--- src/rtl/memtype_pkg.sv ---
package memtype_pkg;
   typedef logic [7:0] mtype_t;

   localparam mtype_t MT_UC      = 8'h00;
   localparam mtype_t MT_WC      = 8'h01;
   localparam mtype_t MT_WT      = 8'h04;
   localparam mtype_t MT_WP      = 8'h05;
   localparam mtype_t MT_WB      = 8'h06;
   localparam mtype_t MT_INVALID = 8'hFF;

   typedef enum logic [1:0] {
      WK_CTRL  = 2'd0,
      WK_TABLE = 2'd1,
      WK_BASE  = 2'd2,
      WK_MASK  = 2'd3
   } wr_kind_e;

   localparam int TABLE_SLOTS = 88;
   localparam int LOW_SPAN_W  = 20;
   localparam int PAGE_LSB    = 12;

   // Pairwise precedence fold of two covering types.
   function automatic mtype_t mt_combine(mtype_t a, mtype_t b);
      if (a == MT_UC || b == MT_UC)
         return MT_UC;
      else if (a == b)
         return a;
      else if ((a == MT_WB && b == MT_WT) || (a == MT_WT && b == MT_WB))
         return MT_WT;
      else
         return MT_UC;
   endfunction
endpackage

--- src/rtl/mt_table_bank.sv ---
module mt_table_bank
   import memtype_pkg::*;
#(
   parameter int SLOTS  = TABLE_SLOTS,
   parameter int IDX_W  = 7,
   parameter int SPAN_W = LOW_SPAN_W
) (
   input  logic              clk,
   input  logic              rst_n,
   input  logic              wr_en,
   input  logic [IDX_W-1:0]  wr_idx,
   input  logic [7:0]        wr_byte,
   input  logic [SPAN_W-1:0] addr,
   output mtype_t            type_o
);
   logic [7:0]       tab_q [SLOTS];
   logic [IDX_W-1:0] slot;

   always_ff @(posedge clk or negedge rst_n) begin
      if (!rst_n) begin
         for (int i = 0; i < SLOTS; i++) tab_q[i] <= '0;
      end else if (wr_en && (wr_idx < IDX_W'(SLOTS))) begin
         tab_q[wr_idx] <= wr_byte;
      end
   end

   // Three granularities: 64 KiB, 16 KiB, 4 KiB.
   always_comb begin
      if (!addr[19])
         slot = IDX_W'(addr[18:16]);
      else if (!addr[18])
         slot = IDX_W'(8) + IDX_W'(addr[17:14]);
      else
         slot = IDX_W'(24) + IDX_W'(addr[17:12]);
   end

   logic unused_lo;
   assign unused_lo = ^addr[11:0];

   assign type_o = tab_q[slot];
endmodule

--- src/rtl/mt_var_bank.sv ---
module mt_var_bank
   import memtype_pkg::*;
#(
   parameter int N_VAR = 8,
   parameter int PA_W  = 36,
   parameter int IDX_W = 7
) (
   input  logic                 clk,
   input  logic                 rst_n,
   input  logic                 wr_base,
   input  logic                 wr_mask,
   input  logic [IDX_W-1:0]     wr_idx,
   input  logic [PA_W-1:0]      wr_data,
   input  logic [PA_W-1:0]      addr,
   output logic [N_VAR-1:0]     hit,
   output mtype_t [N_VAR-1:0]   types
);
   localparam int PG_W = PA_W - PAGE_LSB;

   logic unused_bits;
   assign unused_bits = ^{wr_data[10:8], addr[PAGE_LSB-1:0]};

   for (genvar e = 0; e < N_VAR; e++) begin : g_ent
      logic [PG_W-1:0] base_pg;
      logic [PG_W-1:0] mask_pg;
      mtype_t          typ;
      logic            act;

      always_ff @(posedge clk or negedge rst_n) begin
         if (!rst_n) begin
            base_pg <= '0;
            mask_pg <= '0;
            typ     <= MT_UC;
            act     <= 1'b0;
         end else begin
            if (wr_base && wr_idx == IDX_W'(e)) begin
               base_pg <= wr_data[PA_W-1:PAGE_LSB];
               typ     <= wr_data[7:0];
            end
            if (wr_mask && wr_idx == IDX_W'(e)) begin
               mask_pg <= wr_data[PA_W-1:PAGE_LSB];
               act     <= wr_data[11];
            end
         end
      end

      assign hit[e]   = act && (((addr[PA_W-1:PAGE_LSB] ^ base_pg) & mask_pg) == '0);
      assign types[e] = typ;
   end
endmodule

--- src/rtl/mt_merge.sv ---
module mt_merge
   import memtype_pkg::*;
#(
   parameter int N_VAR = 8
) (
   input  logic [N_VAR-1:0]   hit,
   input  mtype_t [N_VAR-1:0] types,
   input  mtype_t             def_type,
   output mtype_t             merged,
   output logic               any_hit
);
   always_comb begin
      mtype_t acc;
      logic   seen;
      acc  = def_type;
      seen = 1'b0;
      for (int e = 0; e < N_VAR; e++) begin
         if (hit[e]) begin
            acc  = seen ? mt_combine(acc, types[e]) : types[e];
            seen = 1'b1;
         end
      end
      merged  = acc;
      any_hit = seen;
   end
endmodule

--- src/rtl/memtype_resolver.sv ---
module memtype_resolver
   import memtype_pkg::*;
#(
   parameter int PA_W      = 36,
   parameter int N_VAR     = 8,
   parameter int IDX_W     = 7,
   parameter bit HAS_TABLE = 1'b1
) (
   input  logic             clk,
   input  logic             rst_n,
   input  logic             wr_en,
   input  logic [1:0]       wr_kind,
   input  logic [IDX_W-1:0] wr_idx,
   input  logic [PA_W-1:0]  wr_data,
   input  logic             req_valid,
   input  logic [PA_W-1:0]  req_addr,
   output logic             rsp_valid,
   output logic [7:0]       rsp_type
);
   localparam int HI_W = PA_W - LOW_SPAN_W;

   if (PA_W < LOW_SPAN_W + 1 || PA_W > 64) begin : g_bad_pa
      $error("memtype_resolver: PA_W out of range");
   end
   if (N_VAR < 1 || (2 ** IDX_W) < N_VAR || (2 ** IDX_W) < TABLE_SLOTS) begin : g_bad_idx
      $error("memtype_resolver: IDX_W too small or N_VAR zero");
   end

   // control register
   mtype_t def_type;
   logic   tab_en;
   logic   glob_en;

   always_ff @(posedge clk or negedge rst_n) begin
      if (!rst_n) begin
         def_type <= MT_UC;
         tab_en   <= 1'b0;
         glob_en  <= 1'b0;
      end else if (wr_en && wr_kind == WK_CTRL) begin
         def_type <= wr_data[7:0];
         tab_en   <= wr_data[10];
         glob_en  <= wr_data[11];
      end
   end

   // low-memory table
   mtype_t tab_type;
   logic   low_addr;
   assign low_addr = (req_addr[PA_W-1:LOW_SPAN_W] == HI_W'(0));

   if (HAS_TABLE) begin : g_table
      mt_table_bank #(.SLOTS(TABLE_SLOTS), .IDX_W(IDX_W), .SPAN_W(LOW_SPAN_W)) u_table (
         .clk     (clk),
         .rst_n   (rst_n),
         .wr_en   (wr_en && wr_kind == WK_TABLE),
         .wr_idx  (wr_idx),
         .wr_byte (wr_data[7:0]),
         .addr    (req_addr[LOW_SPAN_W-1:0]),
         .type_o  (tab_type)
      );
   end else begin : g_no_table
      assign tab_type = MT_UC;
   end

   // base/mask entries
   logic [N_VAR-1:0]   var_hit;
   mtype_t [N_VAR-1:0] var_types;
   mtype_t             merged;
   logic               any_hit;

   mt_var_bank #(.N_VAR(N_VAR), .PA_W(PA_W), .IDX_W(IDX_W)) u_var (
      .clk     (clk),
      .rst_n   (rst_n),
      .wr_base (wr_en && wr_kind == WK_BASE),
      .wr_mask (wr_en && wr_kind == WK_MASK),
      .wr_idx  (wr_idx),
      .wr_data (wr_data),
      .addr    (req_addr),
      .hit     (var_hit),
      .types   (var_types)
   );

   mt_merge #(.N_VAR(N_VAR)) u_merge (
      .hit      (var_hit),
      .types    (var_types),
      .def_type (def_type),
      .merged   (merged),
      .any_hit  (any_hit)
   );

   // resolve and register
   logic   use_table;
   mtype_t next_type;
   assign use_table = HAS_TABLE && tab_en && low_addr;

   always_comb begin
      if (!glob_en)
         next_type = MT_INVALID;
      else if (use_table)
         next_type = tab_type;
      else
         next_type = merged;
   end

   always_ff @(posedge clk or negedge rst_n) begin
      if (!rst_n) begin
         rsp_valid <= 1'b0;
         rsp_type  <= MT_INVALID;
      end else begin
         rsp_valid <= req_valid;
         if (req_valid) rsp_type <= next_type;
      end
   end

   // assertion helper: any covering entry of type UC
   logic hit_uc;
   always_comb begin
      hit_uc = 1'b0;
      for (int e = 0; e < N_VAR; e++)
         if (var_hit[e] && var_types[e] == MT_UC) hit_uc = 1'b1;
   end


   rsp_follow_chk: assert property (@(posedge clk) disable iff (!rst_n)
      req_valid |=> rsp_valid);

   rsp_idle_chk: assert property (@(posedge clk) disable iff (!rst_n)
      !req_valid |=> !rsp_valid);

   disabled_invalid_chk: assert property (@(posedge clk) disable iff (!rst_n)
      (req_valid && !glob_en) |=> (rsp_type == MT_INVALID));

   uc_wins_chk: assert property (@(posedge clk) disable iff (!rst_n)
      hit_uc |-> (merged == MT_UC));

   fallback_chk: assert property (@(posedge clk) disable iff (!rst_n)
      !any_hit |-> (merged == def_type));
endmodule

--- config.mk ---
export PLATFORM = sky130hd
export DESIGN_NAME = memtype_resolver
export DESIGN_NICKNAME = d
export VERILOG_FILES = /design/src/rtl/memtype_pkg.sv /design/src/rtl/mt_table_bank.sv /design/src/rtl/mt_var_bank.sv /design/src/rtl/mt_merge.sv /design/src/rtl/memtype_resolver.sv
export SDC_FILE = /design/constraint.sdc
export NUM_CORES = 2
export LEC_CHECK = 0
export BUFFER_PORTS_ARGS = -buffer_cell sky130_fd_sc_hd__buf_2
export CORE_ASPECT_RATIO = 1.1
export CORE_MARGIN = 2
export CORE_UTILIZATION = 25
export CTS_CLUSTER_DIAMETER = 30
export CTS_CLUSTER_SIZE = 30
export DETAILED_ROUTE_END_ITERATION = 8
export HOLD_SLACK_MARGIN = 0.06
export PLACE_DENSITY = 0.47
export SLEW_MARGIN = 10
export SYNTH_ARGS = -nofsm -noshare
export SYNTH_HDL_FRONTEND = slang
export SYNTH_HIERARCHICAL = 1
export SYNTH_SLANG_ARGS = --single-unit
export TNS_END_PERCENT = 100
--- constraint.sdc ---
create_clock -name clk -period 24.2 [get_ports clk]
set_clock_uncertainty 0.2 [all_clocks]
set_input_delay 1.21 -clock clk [delete_from_list [all_inputs] [get_ports clk]]
set_output_delay 1.21 -clock clk [all_outputs]
set_load 0.1 [all_outputs]
---- After elaboration in Yosys (flattened, before gate mapping) ----
Index checks and enable logic that the tools add are counted.
operators by class
  magnitude comparators ................... 4
  equality and inequality tests ........... 45
  multiplexer cells ....................... 53
  bitwise logic cells ..................... 18
  reductions and logical operators ........ 84
  add/sub/neg operators ................... 2
operators with widths
  operator                                                    number
  bitwise mux 704 bit                                         1
  2-to-1 mux 8 bit                                            34
  equality test 8 x 3 -> 1 bit, second input constant         28
  bitwise AND 24 bit                                          8
  zero test 24 bit                                            8
  XOR 24 bit                                                  8
  zero test 8 bit                                             14
  binary-select mux 8 bit (select 7 bit)                      1
  demux 8 bit (select 7 bit)                                  1
  equality test 8 bit                                         7
  logical AND 1 bit                                           45
  equality test 7 x 3 -> 1 bit, second input constant         4
  2-to-1 mux 3 bit                                            7
  >= comparator 8 bit, second input constant                  2
  zero test 16 bit                                            1
  inverter 7 -> 8 bit                                         2
  equality test 7 x 2 -> 1 bit, second input constant         2
  logical OR 1 bit                                            14
  2-to-1 mux 7 bit                                            2
  less-than comparator 8 x 1 -> 1 bit, second input constant  1
  adder 5 x 6 -> 7 bit, first input constant                  1
  equality test 7 x 1 -> 1 bit, second input constant         1
  zero test 7 bit                                             1
  less-than comparator 7 bit, second input constant           1
  other kinds (5)                                             12
storage, ports and cells
  flip-flop bits (word level) ............. 1179
  input port bits ......................... 85
  word-level logic and storage cells ...... 331
  output and inout port bits .............. 9

---- Depth between registers and ports, before layout ----
  word-level depth ........................ 63
  gate-level depth with buffers ........... 37
  mapped depth without buffers ............ 31

---- By module ----
Netlist, hierarchy kept.
by module, submodules not included
  module            cells an instance  area each (µm²)  sequential area each (µm²)  times used
  mt_table_bank     2831               33178.1          17616.9                     1
  mt_var_bank       1350               20083.0          11410.9                     1
  mt_merge          688                4302.9           0.0                         1
  memtype_resolver  80                 907.1            485.5                       1

---- Worst setup path before layout ----
OpenSTA, ideal clock, no wires.
  kind .................................... input-to-reg
  from .................................... input req_addr[31]
  to ...................................... register rsp_type[0]
  path buffers ............................ 4
  slack ................................... 14.689 ns
  arrival time ............................ 9.238 ns
  data required time ...................... 23.927 ns
  stages .................................. 35
  path through ............................ clkbuf_1 -> xor2_1 -> a22o_1 -> a221oi_1 -> nand3_1 -> nor3_1 -> buf_6 -> buf_6 -> mux2i_1 -> xnor2_1 -> or4_4 -> nor3_2 -> nand3b_1 -> a211o_1 -> or4_4 -> o31ai_2 -> a21boi_2 -> and3_1 -> clkbuf_2 -> a2111o_1 -> o211ai_2 -> and4bb_4 -> nand2_2 -> o311ai_1 -> and4_4 -> nand2_2 -> o221ai_1 -> o2111ai_2 -> or4b_1 -> o311a_1 -> a211o_1 -> o41a_4 -> o21ai_2 -> o21ai_1 -> a21oi_1
between the ends
  cells in the longest elaborated chain, start to end .. 60
  elaborated cells between the ends (all ways) .. 129
  classes of those cells .................. eq/ne (19); mux (44); bitwise (16); reduce/logical (50)
ends and longest elaborated chain
  what                                                           RTL line                              text
  from (decl)                                                    memtype_resolver.sv:16                input logic [PA_W-1:0] req_addr,
  XOR 24 bit (*)                                                 mt_var_bank.sv:47                     assign hit[e] = act && (((addr[PA_W-1:PAGE_LSB] ^ base_pg) & mask_pg) == '0);
  bitwise AND 24 bit (*)                                         mt_var_bank.sv:47
  zero test 24 bit (*)                                           mt_var_bank.sv:47
  logical AND 1 bit (*)                                          mt_var_bank.sv:47
  via var_hit[0]                                                 memtype_resolver.sv:66                logic [N_VAR-1:0] var_hit;
  2-to-1 mux 8 bit                                               mt_merge.sv:18                        if (hit[e]) begin
  equality test 8 x 3 -> 1 bit                                   memtype_pkg.sv:28                     else if ((a == MT_WB && b == MT_WT) || (a == MT_WT && b == MT_WB))
  logical AND 1 bit                                              memtype_pkg.sv:28
  [46 not listed]                                                n/a
  equality test 8 bit / zero test 8 bit (equally long branches)  memtype_pkg.sv:26, memtype_pkg.sv:24
  2-to-1 mux 8 bit / logical OR 1 bit (equally long branches)    memtype_pkg.sv:26, memtype_pkg.sv:24
  2-to-1 mux 8 bit                                               memtype_pkg.sv:24                     if (a == MT_UC || b == MT_UC)
  2-to-1 mux 8 bit                                               mt_merge.sv:19                        acc = seen ? mt_combine(acc, types[e]) : types[e];
  2-to-1 mux 8 bit (*)                                           mt_merge.sv:18
  via merged[0]                                                  memtype_resolver.sv:68                mtype_t merged;
  2-to-1 mux 8 bit (*)                                           memtype_resolver.sv:99                else if (use_table)
  2-to-1 mux 8 bit (*)                                           memtype_resolver.sv:97                if (!glob_en)
  to (signal assigned)                                           memtype_resolver.sv:111               if (req_valid) rsp_type <= next_type;
  to (decl)                                                      memtype_resolver.sv:18                output logic [7:0] rsp_type
The timed path passes the listed nets; every way through them passes the cells marked *.
A chain may end at the register's enable or synchronous reset.

---- Worst setup path in the final report ----
  from .................................... input req_addr[18]
  to ...................................... register rsp_type[5]
Same word-level chain as after synthesis.

==> flow_summary.toml <==
[sta]
timing_hold_violations_final = 0
fmax_mhz = 87.4
tightestPinTransition_ps = 1340
timing.max_slew.rel_slack_pct = 10.1
setup_viol = 0
finalWorstSetupSlack_ps = 12760
fin_setup_tns_ps = 0
final.period_utilization_pct = 47.3
rsz0062_at_grt = "no"
final-max-slew-violation-count = 0
min_period_ps = 11440

[final_layout]
stdcell_area_mm2 = 0.0729
syn_to_final_growth_pct = 24.6
final_nets = 5186
post_route_cells_drive_above_1_share_pct = 37.1
non_filler_cells_final = 8441

[detailed_routing]
via_count = 41100
drc_violation_total_after_the_first_tritonroute_iteration = 2543
postRouteAntennaNets = 0
avgRoutedWirePerCell_um = 21.1
avgViaCountPerCell = 4.86
drc_errors = 0
first_pass_iters = 6
aggregate_routed_wire_length_mm = 178

[placement]
gp_congestion = 0.850
dp_cells = 7878
io_buffer_count = 79
dpl_worst_slack_ps = 11900
dpl-instance-area_mm2 = 0.0618
hpwl_mm = 113

[grt]
maximum_number_of_pins_on_one_net_before_global_route_repair = 179
antenna_found_initial = 15
grt_pass1_vias = 42200
grt_first_pass_wirelength_mm = 272
grt_remaining_overflow = 0
grt.total_usage_pct = 14.7

[clocking]
cts_buffer_depth = 4
ctsRootBufferMaster = "clkbuf_16"
cts_inserted_buffers = 322
post_cts.repair.setup_buffers = 0
insertion_delay_ps = 890
htreeDepth = 5
cts-hold-fix-buffers = 0
post_cts_resize_count = 0
clkSlewWorstSetupHoldPaths_ps = 40
tritoncts = "yes"
cts.sinks = 1179

[critical_path]
worstPathRequired_ps = 24760
timing.setup.critical_path_class = "primary input to flop"
worst_ep_arrival_time_ps = 12000
crit_buf_inv = 2
cp-end-kind = "flop"
worstSetupStartpointType = "primary input"
category_of_cells_accounting_for_the_largest_share_of_critical_path_delay = "compound AO/OA/AOI/OAI gates"
timing.critical_path.slowest_stage_cell = "nor4b_1"
crit_fanout = 33
timing.critical_path.slowest_cell_delay_ps = 690

[yosys]
ys_warn_count = 6
synth_nets = 5034
synthCells = 4948
mappedNetlistArea_mm2 = 0.0585
avgSynthCellArea_um2 = 11.8

[die]
io-pin-count = 94
starting_density_of_the_core_pct = 25.1
row_count = 186
coreArea_mm2 = 0.233
die_width_um = 465
floorplan.die_area_mm2 = 0.238
dieHeight_um = 511

[power_and_ir_drop]
power.density_cell_area_mw_per_mm2 = 94.3
final_power_uw = 6870
total_leakage_power_uw = 0.0341
max-vdd-ir-drop_uv = 70.8

[min_path]
worst_hold_path_type = "primary input to asynchronous set/reset pin"

[status]
run_status = "completed"

[flow_run]
drv_cap = 0
[per-layer routing]
metal / part of all wire, % / GRT usage (%) / vias up
met3: 4.5 / 2.72 / 352
li1: - / - / 18400
met4: 3.1 / 5.36 / 14
met1: 45 / 19.4 / 21400
met5: 0.043 / 0 / -
met2: 48 / 24.0 / 943
[power breakdown]
group | total [µW] | internal (µW) | switching, µW
Clock | 4280 | 3080 | 1210
Combinational | 522 | 157 | 364
Sequential | 2070 | 2030 | 34.0
[per-stage QoR]
stage	utilization, %	hold slack, ps
after floorplan	-	265
after global placement	26.5	277
after detailed placement	26.5	283
after CTS	31.3	215
after global routing	31.3	244
final	31.3	210
[final cells by class]
type | instances | area [µm²]
antenna | 5 | 12.5
clock buffer | 425 | 9170
clock inverter | 133 | 1860
fill | 23400 | 160000
inverter | 40 | 150
multi-input combinational | 3408 | 27300
sequential | 1179 | 29500
tap | 3102 | 3880
timing repair buffer | 149 | 993
[cells in the final DEF, fill, tap and decap left out, types with 22 or more instances in the layout]
cell type	count
dfrtp_1	1171
mux2_2	1120
nand2_1	604
clkbuf_16	328
a21oi_1	207
xor2_1	202
nand3_1	156
nor2_1	127
a22oi_1	91
mux2i_1	77
nor3_1	75
buf_4	75
buf_2	70
clkbuf_8	60
clkinv_2	58
a22o_1	58
nand4_1	55
mux2_4	50
bufinv_16	43
o21ai_0	39
clkbuf_1	37
inv_1	37
nor2_2	31
a31oi_1	29
o22ai_1	26
a221oi_1	22
[final timing paths]
kind | startpoint | end | slack (ps) | cells past startpoint
max | req_addr[18] | rsp_type[5] | 12760 | 33
min | rst_n | g_table.u_table/tab_q[397] | 210 | 1
max reg2reg | u_var/g_ent[0].base_pg[6] | rsp_type[5] | 13260 | 32
min reg2reg | rsp_type[3] | rsp_type[3] | 290 | 2
max in group asynchronous | rst_n | u_var/g_ent[6].base_pg[11] | 18620 | 6
min in group clk | rsp_type[3] | rsp_type[3] | 290 | 2
[flip-flops by register name, indices dropped and copies added (netlist names)]
register,flops
u_var/g_ent.mask_pg,192
rsp_valid,1
u_var/g_ent.act,8
rsp_type,8
glob_en,1
def_type,8
g_table.u_table/tab_q,704
tab_en,1
u_var/g_ent.typ,64
u_var/g_ent.base_pg,192
Power figures use the tool's default switching activity.
